===== config.mk =====
export PLATFORM = sky130hd
export DESIGN_NAME = panel_bringup_seq
export DESIGN_NICKNAME = d
export VERILOG_FILES = /design/src/rtl/bsq_pkg.sv /design/src/rtl/bsq_ms_timer.sv /design/src/rtl/bsq_spi_tx.sv /design/src/rtl/panel_bringup_seq.sv
export SDC_FILE = /design/constraint.sdc
export NUM_CORES = 1
export LEC_CHECK = 0
export BUFFER_PORTS_ARGS = -buffer_cell sky130_fd_sc_hd__buf_2
export CAP_MARGIN = 10
export CORE_ASPECT_RATIO = 0.7
export CORE_MARGIN = 5
export CORE_UTILIZATION = 35
export DETAILED_ROUTE_END_ITERATION = 16
export PLACE_DENSITY = 0.6
export SLEW_MARGIN = 0
export SYNTH_ARGS = -nofsm -noshare
export SYNTH_HDL_FRONTEND = slang
export SYNTH_SLANG_ARGS = --single-unit

===== constraint.sdc =====
create_clock -name clk -period 4.4 [get_ports clk]
set_input_delay 0.22 -clock clk [delete_from_list [all_inputs] [get_ports clk]]
set_output_delay 0.22 -clock clk [all_outputs]
set_load 0.02 [all_outputs]

===== src/rtl/bsq_pkg.sv =====
package bsq_pkg;

  typedef struct packed {
    logic [7:0] op;
    logic [4:0] cnt;
    logic       pause;
  } cmd_t;

  localparam int          NCMD       = 19;
  localparam int          IDXW       = 5;
  localparam logic [7:0]  OP_DISP_ON  = 8'h29;
  localparam logic [7:0]  OP_DISP_OFF = 8'h28;

  // start-up table: opcode, parameter count, long pause after the frame
  function automatic cmd_t cmd_at(input logic [IDXW-1:0] i);
    cmd_t c;
    case (i)
      5'd0:    c = '{8'hCF, 5'd3,  1'b0};
      5'd1:    c = '{8'hED, 5'd4,  1'b0};
      5'd2:    c = '{8'hE8, 5'd3,  1'b0};
      5'd3:    c = '{8'hCB, 5'd5,  1'b0};
      5'd4:    c = '{8'hF7, 5'd1,  1'b0};
      5'd5:    c = '{8'hC0, 5'd1,  1'b0};
      5'd6:    c = '{8'hC1, 5'd1,  1'b0};
      5'd7:    c = '{8'hC5, 5'd2,  1'b0};
      5'd8:    c = '{8'h36, 5'd1,  1'b0};
      5'd9:    c = '{8'h2A, 5'd4,  1'b0};
      5'd10:   c = '{8'h2B, 5'd4,  1'b0};
      5'd11:   c = '{8'h3A, 5'd1,  1'b0};
      5'd12:   c = '{8'h2C, 5'd0,  1'b1};
      5'd13:   c = '{8'h26, 5'd1,  1'b0};
      5'd14:   c = '{8'hE0, 5'd15, 1'b0};
      5'd15:   c = '{8'hE1, 5'd15, 1'b0};
      5'd16:   c = '{8'h11, 5'd0,  1'b1};
      5'd17:   c = '{8'h29, 5'd0,  1'b0};
      5'd18:   c = '{8'h2C, 5'd0,  1'b0};
      default: c = '{8'h00, 5'd0,  1'b0};
    endcase
    return c;
  endfunction

  // parameter byte k of a command, computed rather than stored
  function automatic logic [7:0] par_at(input logic [7:0] op, input logic [4:0] k,
                                        input logic [15:0] colmax, input logic [15:0] rowmax);
    logic [7:0] b;
    case (op)
      8'h2A:   b = (k == 5'd2) ? colmax[15:8] : (k == 5'd3) ? colmax[7:0] : 8'h00;
      8'h2B:   b = (k == 5'd2) ? rowmax[15:8] : (k == 5'd3) ? rowmax[7:0] : 8'h00;
      8'h3A:   b = 8'h55;
      8'h36:   b = 8'h48;
      8'h26:   b = 8'h01;
      8'hF7:   b = 8'h20;
      8'hE0:   b = {k, 3'b010};
      8'hE1:   b = 8'h78 - {1'b0, k, 2'b00};
      default: b = {3'b100, k};
    endcase
    return b;
  endfunction

endpackage


===== src/rtl/bsq_ms_timer.sv =====
module bsq_ms_timer #(
  parameter int CLK_PER_MS = 100000,
  parameter int MSW        = 8
) (
  input  logic           clk,
  input  logic           rst_n,
  input  logic           go_i,
  input  logic [MSW-1:0] ms_i,
  output logic           done_o
);
  localparam int             CW     = (CLK_PER_MS > 1) ? $clog2(CLK_PER_MS) : 1;
  localparam logic [CW-1:0]  CYC_M1 = CW'(CLK_PER_MS - 1);

  logic           run;
  logic [MSW-1:0] ms_left;
  logic [CW-1:0]  cyc;

  always_ff @(posedge clk or negedge rst_n) begin
    if (!rst_n) begin
      run     <= 1'b0;
      ms_left <= '0;
      cyc     <= '0;
      done_o  <= 1'b0;
    end else begin
      done_o <= 1'b0;
      if (go_i) begin
        run     <= 1'b1;
        ms_left <= ms_i;
        cyc     <= CYC_M1;
      end else if (run) begin
        if (cyc == '0) begin
          if (ms_left <= MSW'(1)) begin
            run    <= 1'b0;
            done_o <= 1'b1;
          end else begin
            ms_left <= ms_left - MSW'(1);
            cyc     <= CYC_M1;
          end
        end else begin
          cyc <= cyc - CW'(1);
        end
      end
    end
  end

  p_done_after_run_r2: assert property (@(posedge clk) disable iff (!rst_n)
    done_o |-> $past(run));
  p_go_when_idle_r2: assert property (@(posedge clk) disable iff (!rst_n)
    go_i |-> !run);

endmodule


===== src/rtl/bsq_spi_tx.sv =====
module bsq_spi_tx #(
  parameter int SCK_HALF = 5
) (
  input  logic       clk,
  input  logic       rst_n,
  input  logic       in_valid,
  output logic       in_ready,
  input  logic [7:0] in_data,
  input  logic       in_dc,
  input  logic       in_last,
  output logic       idle_o,
  output logic       cs_n_o,
  output logic       sck_o,
  output logic       mosi_o,
  output logic       dc_o
);
  localparam int             HCW     = $clog2(2 * SCK_HALF);
  localparam logic [HCW-1:0] HALF_M1 = HCW'(SCK_HALF - 1);
  localparam logic [HCW-1:0] GAP_M1  = HCW'(2 * SCK_HALF - 1);

  typedef enum logic [2:0] {PH_IDLE, PH_LOW, PH_HIGH, PH_HOLD, PH_GAP} ph_t;

  ph_t            ph;
  logic [7:0]     sh;
  logic [2:0]     bits;
  logic           last_q;
  logic [HCW-1:0] hc;

  assign in_ready = (ph == PH_IDLE) || (ph == PH_HOLD);
  assign idle_o   = (ph == PH_IDLE);
  assign mosi_o   = sh[7];

  always_ff @(posedge clk or negedge rst_n) begin
    if (!rst_n) begin
      ph     <= PH_IDLE;
      cs_n_o <= 1'b1;
      sck_o  <= 1'b0;
      sh     <= '0;
      bits   <= '0;
      dc_o   <= 1'b0;
      last_q <= 1'b0;
      hc     <= '0;
    end else begin
      case (ph)
        PH_IDLE, PH_HOLD: if (in_valid) begin
          cs_n_o <= 1'b0;
          sh     <= in_data;
          dc_o   <= in_dc;
          last_q <= in_last;
          bits   <= 3'd7;
          hc     <= HALF_M1;
          ph     <= PH_LOW;
        end
        PH_LOW: if (hc == '0) begin
          sck_o <= 1'b1;
          hc    <= HALF_M1;
          ph    <= PH_HIGH;
        end else hc <= hc - HCW'(1);
        PH_HIGH: if (hc == '0) begin
          sck_o <= 1'b0;
          hc    <= HALF_M1;
          if (bits == 3'd0) begin
            if (last_q) begin
              cs_n_o <= 1'b1;
              hc     <= GAP_M1;
              ph     <= PH_GAP;
            end else ph <= PH_HOLD;
          end else begin
            sh   <= {sh[6:0], 1'b0};
            bits <= bits - 3'd1;
            ph   <= PH_LOW;
          end
        end else hc <= hc - HCW'(1);
        PH_GAP: if (hc == '0) ph <= PH_IDLE;
                else hc <= hc - HCW'(1);
        default: ph <= PH_IDLE;
      endcase
    end
  end

  p_sck_in_frame_r3: assert property (@(posedge clk) disable iff (!rst_n)
    sck_o |-> !cs_n_o);
  p_mosi_hold_r3: assert property (@(posedge clk) disable iff (!rst_n)
    (sck_o && $past(sck_o)) |-> $stable(mosi_o));
  p_dc_hold_r4: assert property (@(posedge clk) disable iff (!rst_n)
    sck_o |-> $stable(dc_o));

endmodule


===== src/rtl/panel_bringup_seq.sv =====
module panel_bringup_seq
  import bsq_pkg::*;
#(
  parameter int CLK_PER_MS = 100000,
  parameter int SCK_HALF   = 5,
  parameter int RST_MS     = 20,
  parameter int LONG_MS    = 200,
  parameter int H_PIXELS   = 240,
  parameter int V_LINES    = 320
) (
  input  logic clk,
  input  logic rst_n,
  input  logic start_i,
  input  logic stop_i,
  input  logic enable_i,
  input  logic disable_i,
  output logic supply_en_o,
  output logic panel_rst_n_o,
  output logic spi_cs_n_o,
  output logic spi_sck_o,
  output logic spi_mosi_o,
  output logic spi_dc_o,
  output logic busy_o,
  output logic done_o
);
  localparam int               MSW     = 8;
  localparam logic [15:0]      COL_MAX = 16'(H_PIXELS - 1);
  localparam logic [15:0]      ROW_MAX = 16'(V_LINES - 1);
  localparam logic [IDXW-1:0]  LAST_IX = IDXW'(NCMD - 1);

  typedef enum logic [3:0] {
    ST_OFF, ST_PWR, ST_RST, ST_OP, ST_PAR, ST_FRM, ST_LONG, ST_ON, ST_DOWN
  } st_t;

  st_t             state;
  logic [IDXW-1:0] idx;
  logic [4:0]      pidx;
  logic            single_q;
  logic [7:0]      single_op;
  cmd_t            cur;
  logic            at_end;

  logic            tx_valid, tx_ready, tx_dc, tx_last, tx_idle, tx_fire;
  logic [7:0]      tx_data;
  logic            tmr_go, tmr_done;
  logic [MSW-1:0]  tmr_ms;

  assign cur     = cmd_at(idx);
  assign at_end  = (idx == LAST_IX);
  assign tx_fire = tx_valid && tx_ready;
  assign busy_o  = (state != ST_OFF) && (state != ST_ON);

  always_comb begin
    tx_valid = (state == ST_OP) || (state == ST_PAR);
    tx_dc    = (state == ST_PAR);
    if (state == ST_OP) begin
      tx_data = single_q ? single_op : cur.op;
      tx_last = single_q || (cur.cnt == 5'd0);
    end else begin
      tx_data = par_at(cur.op, pidx, COL_MAX, ROW_MAX);
      tx_last = (pidx == cur.cnt - 5'd1);
    end
  end

  always_comb begin
    tmr_go = 1'b0;
    tmr_ms = MSW'(RST_MS);
    case (state)
      ST_OFF:  tmr_go = start_i;
      ST_PWR:  tmr_go = tmr_done;
      ST_FRM:  if (tx_idle && !single_q && cur.pause) begin
        tmr_go = 1'b1;
        tmr_ms = MSW'(LONG_MS);
      end
      default: tmr_go = 1'b0;
    endcase
  end

  always_ff @(posedge clk or negedge rst_n) begin
    if (!rst_n) begin
      state         <= ST_OFF;
      supply_en_o   <= 1'b0;
      panel_rst_n_o <= 1'b0;
      idx           <= '0;
      pidx          <= '0;
      single_q      <= 1'b0;
      single_op     <= '0;
      done_o        <= 1'b0;
    end else begin
      done_o <= 1'b0;
      case (state)
        ST_OFF: if (start_i) begin
          supply_en_o <= 1'b1;
          state       <= ST_PWR;
        end
        ST_PWR: if (tmr_done) begin
          panel_rst_n_o <= 1'b1;
          state         <= ST_RST;
        end
        ST_RST: if (tmr_done) begin
          idx      <= '0;
          single_q <= 1'b0;
          state    <= ST_OP;
        end
        ST_OP: if (tx_fire) begin
          pidx  <= '0;
          state <= tx_last ? ST_FRM : ST_PAR;
        end
        ST_PAR: if (tx_fire) begin
          if (tx_last) state <= ST_FRM;
          else         pidx  <= pidx + 5'd1;
        end
        ST_FRM: if (tx_idle) begin
          if (single_q || (at_end && !cur.pause)) begin
            state  <= ST_ON;
            done_o <= 1'b1;
          end else if (cur.pause) begin
            state <= ST_LONG;
          end else begin
            idx   <= idx + IDXW'(1);
            state <= ST_OP;
          end
        end
        ST_LONG: if (tmr_done) begin
          if (at_end) begin
            state  <= ST_ON;
            done_o <= 1'b1;
          end else begin
            idx   <= idx + IDXW'(1);
            state <= ST_OP;
          end
        end
        ST_ON: begin
          if (stop_i) begin
            panel_rst_n_o <= 1'b0;
            state         <= ST_DOWN;
          end else if (disable_i) begin
            single_q  <= 1'b1;
            single_op <= OP_DISP_OFF;
            state     <= ST_OP;
          end else if (enable_i) begin
            single_q  <= 1'b1;
            single_op <= OP_DISP_ON;
            state     <= ST_OP;
          end
        end
        ST_DOWN: begin
          supply_en_o <= 1'b0;
          state       <= ST_OFF;
        end
        default: state <= ST_OFF;
      endcase
    end
  end

  bsq_ms_timer #(.CLK_PER_MS(CLK_PER_MS), .MSW(MSW)) u_timer (
    .clk    (clk),
    .rst_n  (rst_n),
    .go_i   (tmr_go),
    .ms_i   (tmr_ms),
    .done_o (tmr_done)
  );

  bsq_spi_tx #(.SCK_HALF(SCK_HALF)) u_tx (
    .clk      (clk),
    .rst_n    (rst_n),
    .in_valid (tx_valid),
    .in_ready (tx_ready),
    .in_data  (tx_data),
    .in_dc    (tx_dc),
    .in_last  (tx_last),
    .idle_o   (tx_idle),
    .cs_n_o   (spi_cs_n_o),
    .sck_o    (spi_sck_o),
    .mosi_o   (spi_mosi_o),
    .dc_o     (spi_dc_o)
  );

  p_frame_powered_r2: assert property (@(posedge clk) disable iff (!rst_n)
    !spi_cs_n_o |-> (panel_rst_n_o && supply_en_o));
  p_opcode_dc_r4: assert property (@(posedge clk) disable iff (!rst_n)
    $fell(spi_cs_n_o) |-> !spi_dc_o);
  p_done_idle_r8: assert property (@(posedge clk) disable iff (!rst_n)
    done_o |-> (!busy_o && spi_cs_n_o));
  p_reset_first_r11: assert property (@(posedge clk) disable iff (!rst_n)
    $fell(supply_en_o) |-> (!panel_rst_n_o && $past(!panel_rst_n_o)));

endmodule


Word-level counts from Yosys, hierarchy flattened
Memory sizes are Yosys's and may differ from the RTL's.
Cells that the tools add are included.
{ "classes": {"mux": 102, "eq_ne": 51, "bitwise": 1, "reduce_logical": 45, "addsub": 8, "magnitude_cmp": 1} }
{ "op_table": {"columns": ["operator", "n"], "rows": [
  ["$mux 8", 15],
  ["$mux 17", 4],
  ["$mux 4", 17],
  ["$pmux 8 s8", 1],
  ["$mux 5", 9],
  ["$eq 8x6->1 const B", 5],
  ["$mux 3", 12],
  ["$pmux 4 s8", 1],
  ["$ne 2x2->1 const B", 15],
  ["$mux 1", 28],
  ["$eq 8x8->1 const B", 3],
  ["$reduce_bool 2->1", 9],
  ["$logic_not 17->1", 1],
  ["$sub 17x1->17 const B", 1],
  ["$eq 4x3->1 const B", 4],
  ["$ne 2x1->1 const B", 8],
  ["$pmux 4 s4", 1],
  ["$pmux 8 s2", 1],
  ["$reduce_and 4->1", 4],
  ["$pmux 5 s3", 1],
  ["$reduce_and 3->1", 5],
  ["$mux 6", 2],
  ["$pmux 1 s2", 6],
  ["$pmux 3 s4", 1],
  ["36 further kinds", 54]
]} }
{ "word_totals": {"out_inout_bits": 8, "word_cells": 229, "register_bits": 75, "n_memories": 1, "mem_bits_ro": 416} }
{ "memory_table": {"columns": ["memory", "words", "width", "read_ports", "rd_clocked_by_memory_dff", "wr", "line_no", "rtl"], "rows": [
  ["(no name shown)", 32, 13, 1, 0, 0, "bsq_pkg.sv:17", "case (i)"]
]} }

Longest topological paths before layout
{ "depth": {"word_depth": 7, "mapped_depth": 12} }

By module
A second synthesis with hierarchy kept.
{ "hier_totals": {"hier_cells": 584, "hier_area_um2": 5180.0} }
{ "by_module_without_submodules": {"columns": ["module", "n_inst", "cells_per_inst", "seq_area_each_um2", "area_each_um2"], "rows": [
  ["panel_bringup_seq", 1, 296, 500.5, 2243.4],
  ["bsq_ms_timer", 1, 166, 675.6, 1599.0],
  ["bsq_spi_tx", 1, 122, 551.8, 1337.5]
]} }

Least setup slack after synthesis
OpenSTA, ideal clock, no wires.
{ "synth_timing": {"path_kind": "register to register", "from": "register idx[1]", "to": "register pidx[3]", "path_slack_ps": 989, "period_less_slack_ps": 3411, "n_path_buf": 1, "arrival_time_ps": 3291, "path_stages_with_launch": 13, "path_cell_list": "dfrtp_1 -> clkbuf_1 -> inv_1 -> ha_1 -> mux4_2 -> or2_2 -> ha_1 -> nand2_1 -> a21oi_1 -> o21ai_0 -> a221oi_2 -> or4_1 -> a31o_2"} }
{ "synth_via": {"elab_chain_len": 6, "word_cells_on_any_way": 8} }
{ "synth_rtl": {"columns": ["item", "line_no", "rtl"], "rows": [
  ["from (decl)", "panel_bringup_seq.sv:36", "logic [IDXW-1:0] idx;"],
  ["from (signal assigned)", "panel_bringup_seq.sv:120", "idx <= idx + IDXW'(1);"],
  ["from (signal assigned)", "panel_bringup_seq.sv:129", "idx <= idx + IDXW'(1);"],
  ["$mem_v2 32x13 (*)", null, null],
  ["$sub 5x1->5 or $logic_not 5->1 (tied branches)", "panel_bringup_seq.sv:61, panel_bringup_seq.sv:58", null],
  ["$eq 5x5->1 or $logic_or 1x1->1 (tied branches)", "panel_bringup_seq.sv:61, panel_bringup_seq.sv:58", null],
  ["$mux 1 (*)", "panel_bringup_seq.sv:56", "if (state == ST_OP) begin"],
  ["$ne 2x2->1 (no line) (*)", null, null],
  ["$reduce_and 4->1 (no line) (*)", null, null],
  ["to (signal assigned)", "panel_bringup_seq.sv:111", "else pidx <= pidx + 5'd1;"],
  ["to (decl)", "panel_bringup_seq.sv:37", "logic [4:0] pidx;"]
]} }
Mark *: on every way between the ends. The rest lies on a longest branch, timed or not.
A chain may end at the register's enable or synchronous reset.

Worst setup path after layout
{ "layout_timing": {"from": "register idx[1]", "to": "register pidx[4]"} }
Same word-level chain as after synthesis.

==> flow_metrics.tcl <==
set metrics [dict create \
    final_nets 599 \
    crit_path_max_fanout 13 \
    path_common_cell "ha_1" \
    globalRouteOverflowTotal 0 \
    required_ns 4.63 \
    hpwl_um 8910 \
    num_rows 35 \
    hold_viol 0 \
    numCtsBuffers 9 \
    ys_top_cells_by_count "dfrtp_1 (68), nor2_1 (68), nand2_1 (66)" \
    die_y_um 108 \
    via_per_inst 5.54 \
    internal_power_w 0.00190 \
    place.port_buffers 13 \
    start_util 0.362 \
    clock_path_buffers 2 \
    slew_headroom 0.408 \
    power_frac_comb 0.474 \
    clock-sinks 69 \
    hp-class "in2async" \
    ys_ff_latch 69 \
    drtIter0Drc 363 \
    yosys-top-cells-area "dfrtp_1 (35%), nor2_1 (5.3%), nand2_1 (5.1%)" \
    switchingPower_w 0.00152 \
    seqPwrFrac 0.313 \
    cts_hold_buf 0 \
    cts_setup_buffers 0 \
    status "complete, no violations" \
    htree_levels 3 \
    skew_ns 0.0109 \
    crit_type "reg2reg" \
    fin_crit_ns 3.88 \
    antenna_left 0 \
    drc 0 \
    ys.flop_type "dfrtp_1" \
    multi_input_area_mm2 0.00288 \
    synth_cell_types 78 \
    drt-total-wl_um 12500 \
    nFillCells 1342 \
    slew_violations 0 \
    endpoint_kind "flop" \
    cts-root-buf "clkbuf_16" \
    post_dp_cell_area_mm2 0.00503 \
    fmax_mhz 258 \
    drive_gt1_frac 0.107 \
    fin_tns_setup_ns 0 \
    fin_area_mm2 0.00533 \
    fin_crit_sh 0.881 \
    vias 4242 \
    grt_max_degree 70 \
    tritoncts "built" \
    grt_antenna_before_repair 0 \
    ios 14 \
    wl_per_cell_um 16.3 \
    swShare 0.445 \
    synth_edf_count 0 \
    synth.net_count 599 \
    cpLargestDelayFamily "compound AO/OA/AOI/OAI gates" \
    yosys_warnings 0 \
    die_w_um 150 \
    rsz0062_at_grt "false" \
    clkPwrFrac 0.213 \
    cts_resized 0 \
    path_cells "inv_1, ha_1, mux4_2, or2_2, ha_1, nor4b_1, o21ai_0, a221oi_2, nor2_1, a22o_1" \
    slowest_delay_ns 0.63 \
    grt_util_all_layers 0.159 \
    syn_area_per_cell_um2 8.39 \
    synth_area_mm2 0.00483 \
    dieArea_mm2 0.0163 \
    ys_async_sr_fraction 1.00 \
    synth_top_area_cell "dfrtp_1" \
    area_growth_pct 10.2 \
    crit_path_start_kind "flop" \
    gp_congestion 0.882 \
    core_region_area_mm2 0.0134 \
    drv_cap 0 \
    seq_area_mm2 0.00173 \
    slowest_stage "a221oi_2" \
    power.density_mw_per_mm2 641 \
    leakage_nw 2.12 \
    peakVddDrop_v 0.000249 \
    synth-seq-area-share 0.358 \
    grt_pass1_wl_um 21000 \
    antenna_cells 0 \
    path_buf_inv 1 \
    grt_pass1_vias 4019 \
    drt_first_pass_iters 5 \
    worst_pin_slew_ns 0.876 \
    arrival_ns 4.10 \
    syn_inst 576 \
    worstSkewPairLatency_ns 0.34 \
    synth_top_area_share 0.352 \
    clk_pin_slew_ns 0.06 \
    finalSetupViolCount 0 \
]
-- worst register-to-register path, stage by stage (launching register included) --
cell	delay, ns
dfrtp_1	0.59
inv_1	0.21
ha_1	0.41
mux4_2	0.51
or2_2	0.33
ha_1	0.26
nor4b_1	0.31
o21ai_0	0.14
a221oi_2	0.63
nor2_1	0.15
a22o_1	0.23
-- stage by stage --
| step | cells | worst slack (ns) | util | hold slack [ns] | power [W] |
|---|---|---|---|---|---|
| after floorplan | 576 | 0.989 | - | -0.0756 | 0.00226 |
| after global placement | 750 | 0.766 | 0.377 | 0.461 | 0.00262 |
| after detailed placement | 750 | 0.590 | 0.377 | 0.464 | 0.00267 |
| after CTS | 766 | 0.563 | 0.399 | 0.107 | 0.00342 |
| after global routing | 766 | 0.293 | 0.399 | 0.132 | 0.00369 |
| final | 766 | 0.523 | 0.399 | 0.0606 | 0.00342 |
-- state kept, by name (all words and copies together), names as in the netlist, 2 cells and up --
signal and cells:
idx 5, pidx 5, single_op 2, state 4, u_timer.cyc 17, u_timer.ms_left 8
u_tx.bits 3, u_tx.hc 4, u_tx.ph 3, u_tx.sh 8
-- final cells by class --
cell class | count | area share
multi-input cells | 455 | 0.541
flip-flops and latches | 69 | 0.324
clock buffers | 12 | 0.0463
well taps | 185 | 0.0435
repair buffers | 18 | 0.0193
inverters | 23 | 0.0162
clock inverters | 4 | 0.00893
-- metal layers --
metal	GRT usage	up-vias	wire length [um]
li1	-	2076	-
met1	0.243	2049	6440
met2	0.225	103	5320
met3	0.0293	14	556
met4	0.0503	0	192
met5	0	-	0
-- path summary, 6_finish.rpt --
kind | from | end | slack (ns) | depth (start not counted)
worst max-delay path | idx[1] | pidx[4] | 0.52 | 10
max in group asynchronous | rst_n | u_timer.ms_left[6] | 3.73 | 2
worst max register to register | idx[1] | pidx[4] | 0.52 | 10
worst min register to register | u_timer.cyc[0] | u_timer.cyc[0] | 0.48 | 1
min in group clk | disable_i | single_op[0] | 0.12 | 2
worst min-delay path | rst_n | u_tx.sh[7] | 0.06 | 2
-- cells by family (layout without fill, tap and decap cells) --
family / Yosys count / count (layout) / synth area share
AO/OA/AOI/OAI: 145 / 145 / 0.202
XOR/XNOR: 29 / 29 / 0.0526
adder cells (fa/ha/maj): 17 / 17 / 0.0440
buffers and inverters: 52 / 57 / 0.0456
flip-flops: 69 / 69 / 0.358
multiplexers: 9 / 9 / 0.0223
AND/OR/NAND/NOR: 255 / 255 / 0.276
-- layout by cell type (no fill, tap or decap), drive strengths merged, types with 17 or more instances in the layout --
cell type	n
a21oi	33
buf	18
dfrtp	68
ha	17
inv	22
nand2	66
nor2	68
nor3	25
o21ai	33
xnor2	20
-- power groups by stage --
| stage | Clock [W] | Combinational (W) | Sequential, W |
|---|---|---|---|
| 2_1_floorplan | 0 | 0.00129 | 0.000963 |
| 3_3_place_gp | 0 | 0.00156 | 0.00106 |
| 3_5_place_dp | 0 | 0.00160 | 0.00107 |
| 4_1_cts | 0.000744 | 0.00161 | 0.00107 |
| 5_1_grt | 0.000770 | 0.00181 | 0.00111 |
| 6_report | 0.000727 | 0.00162 | 0.00107 |
Note: power is estimated with default switching activity, not from simulation.
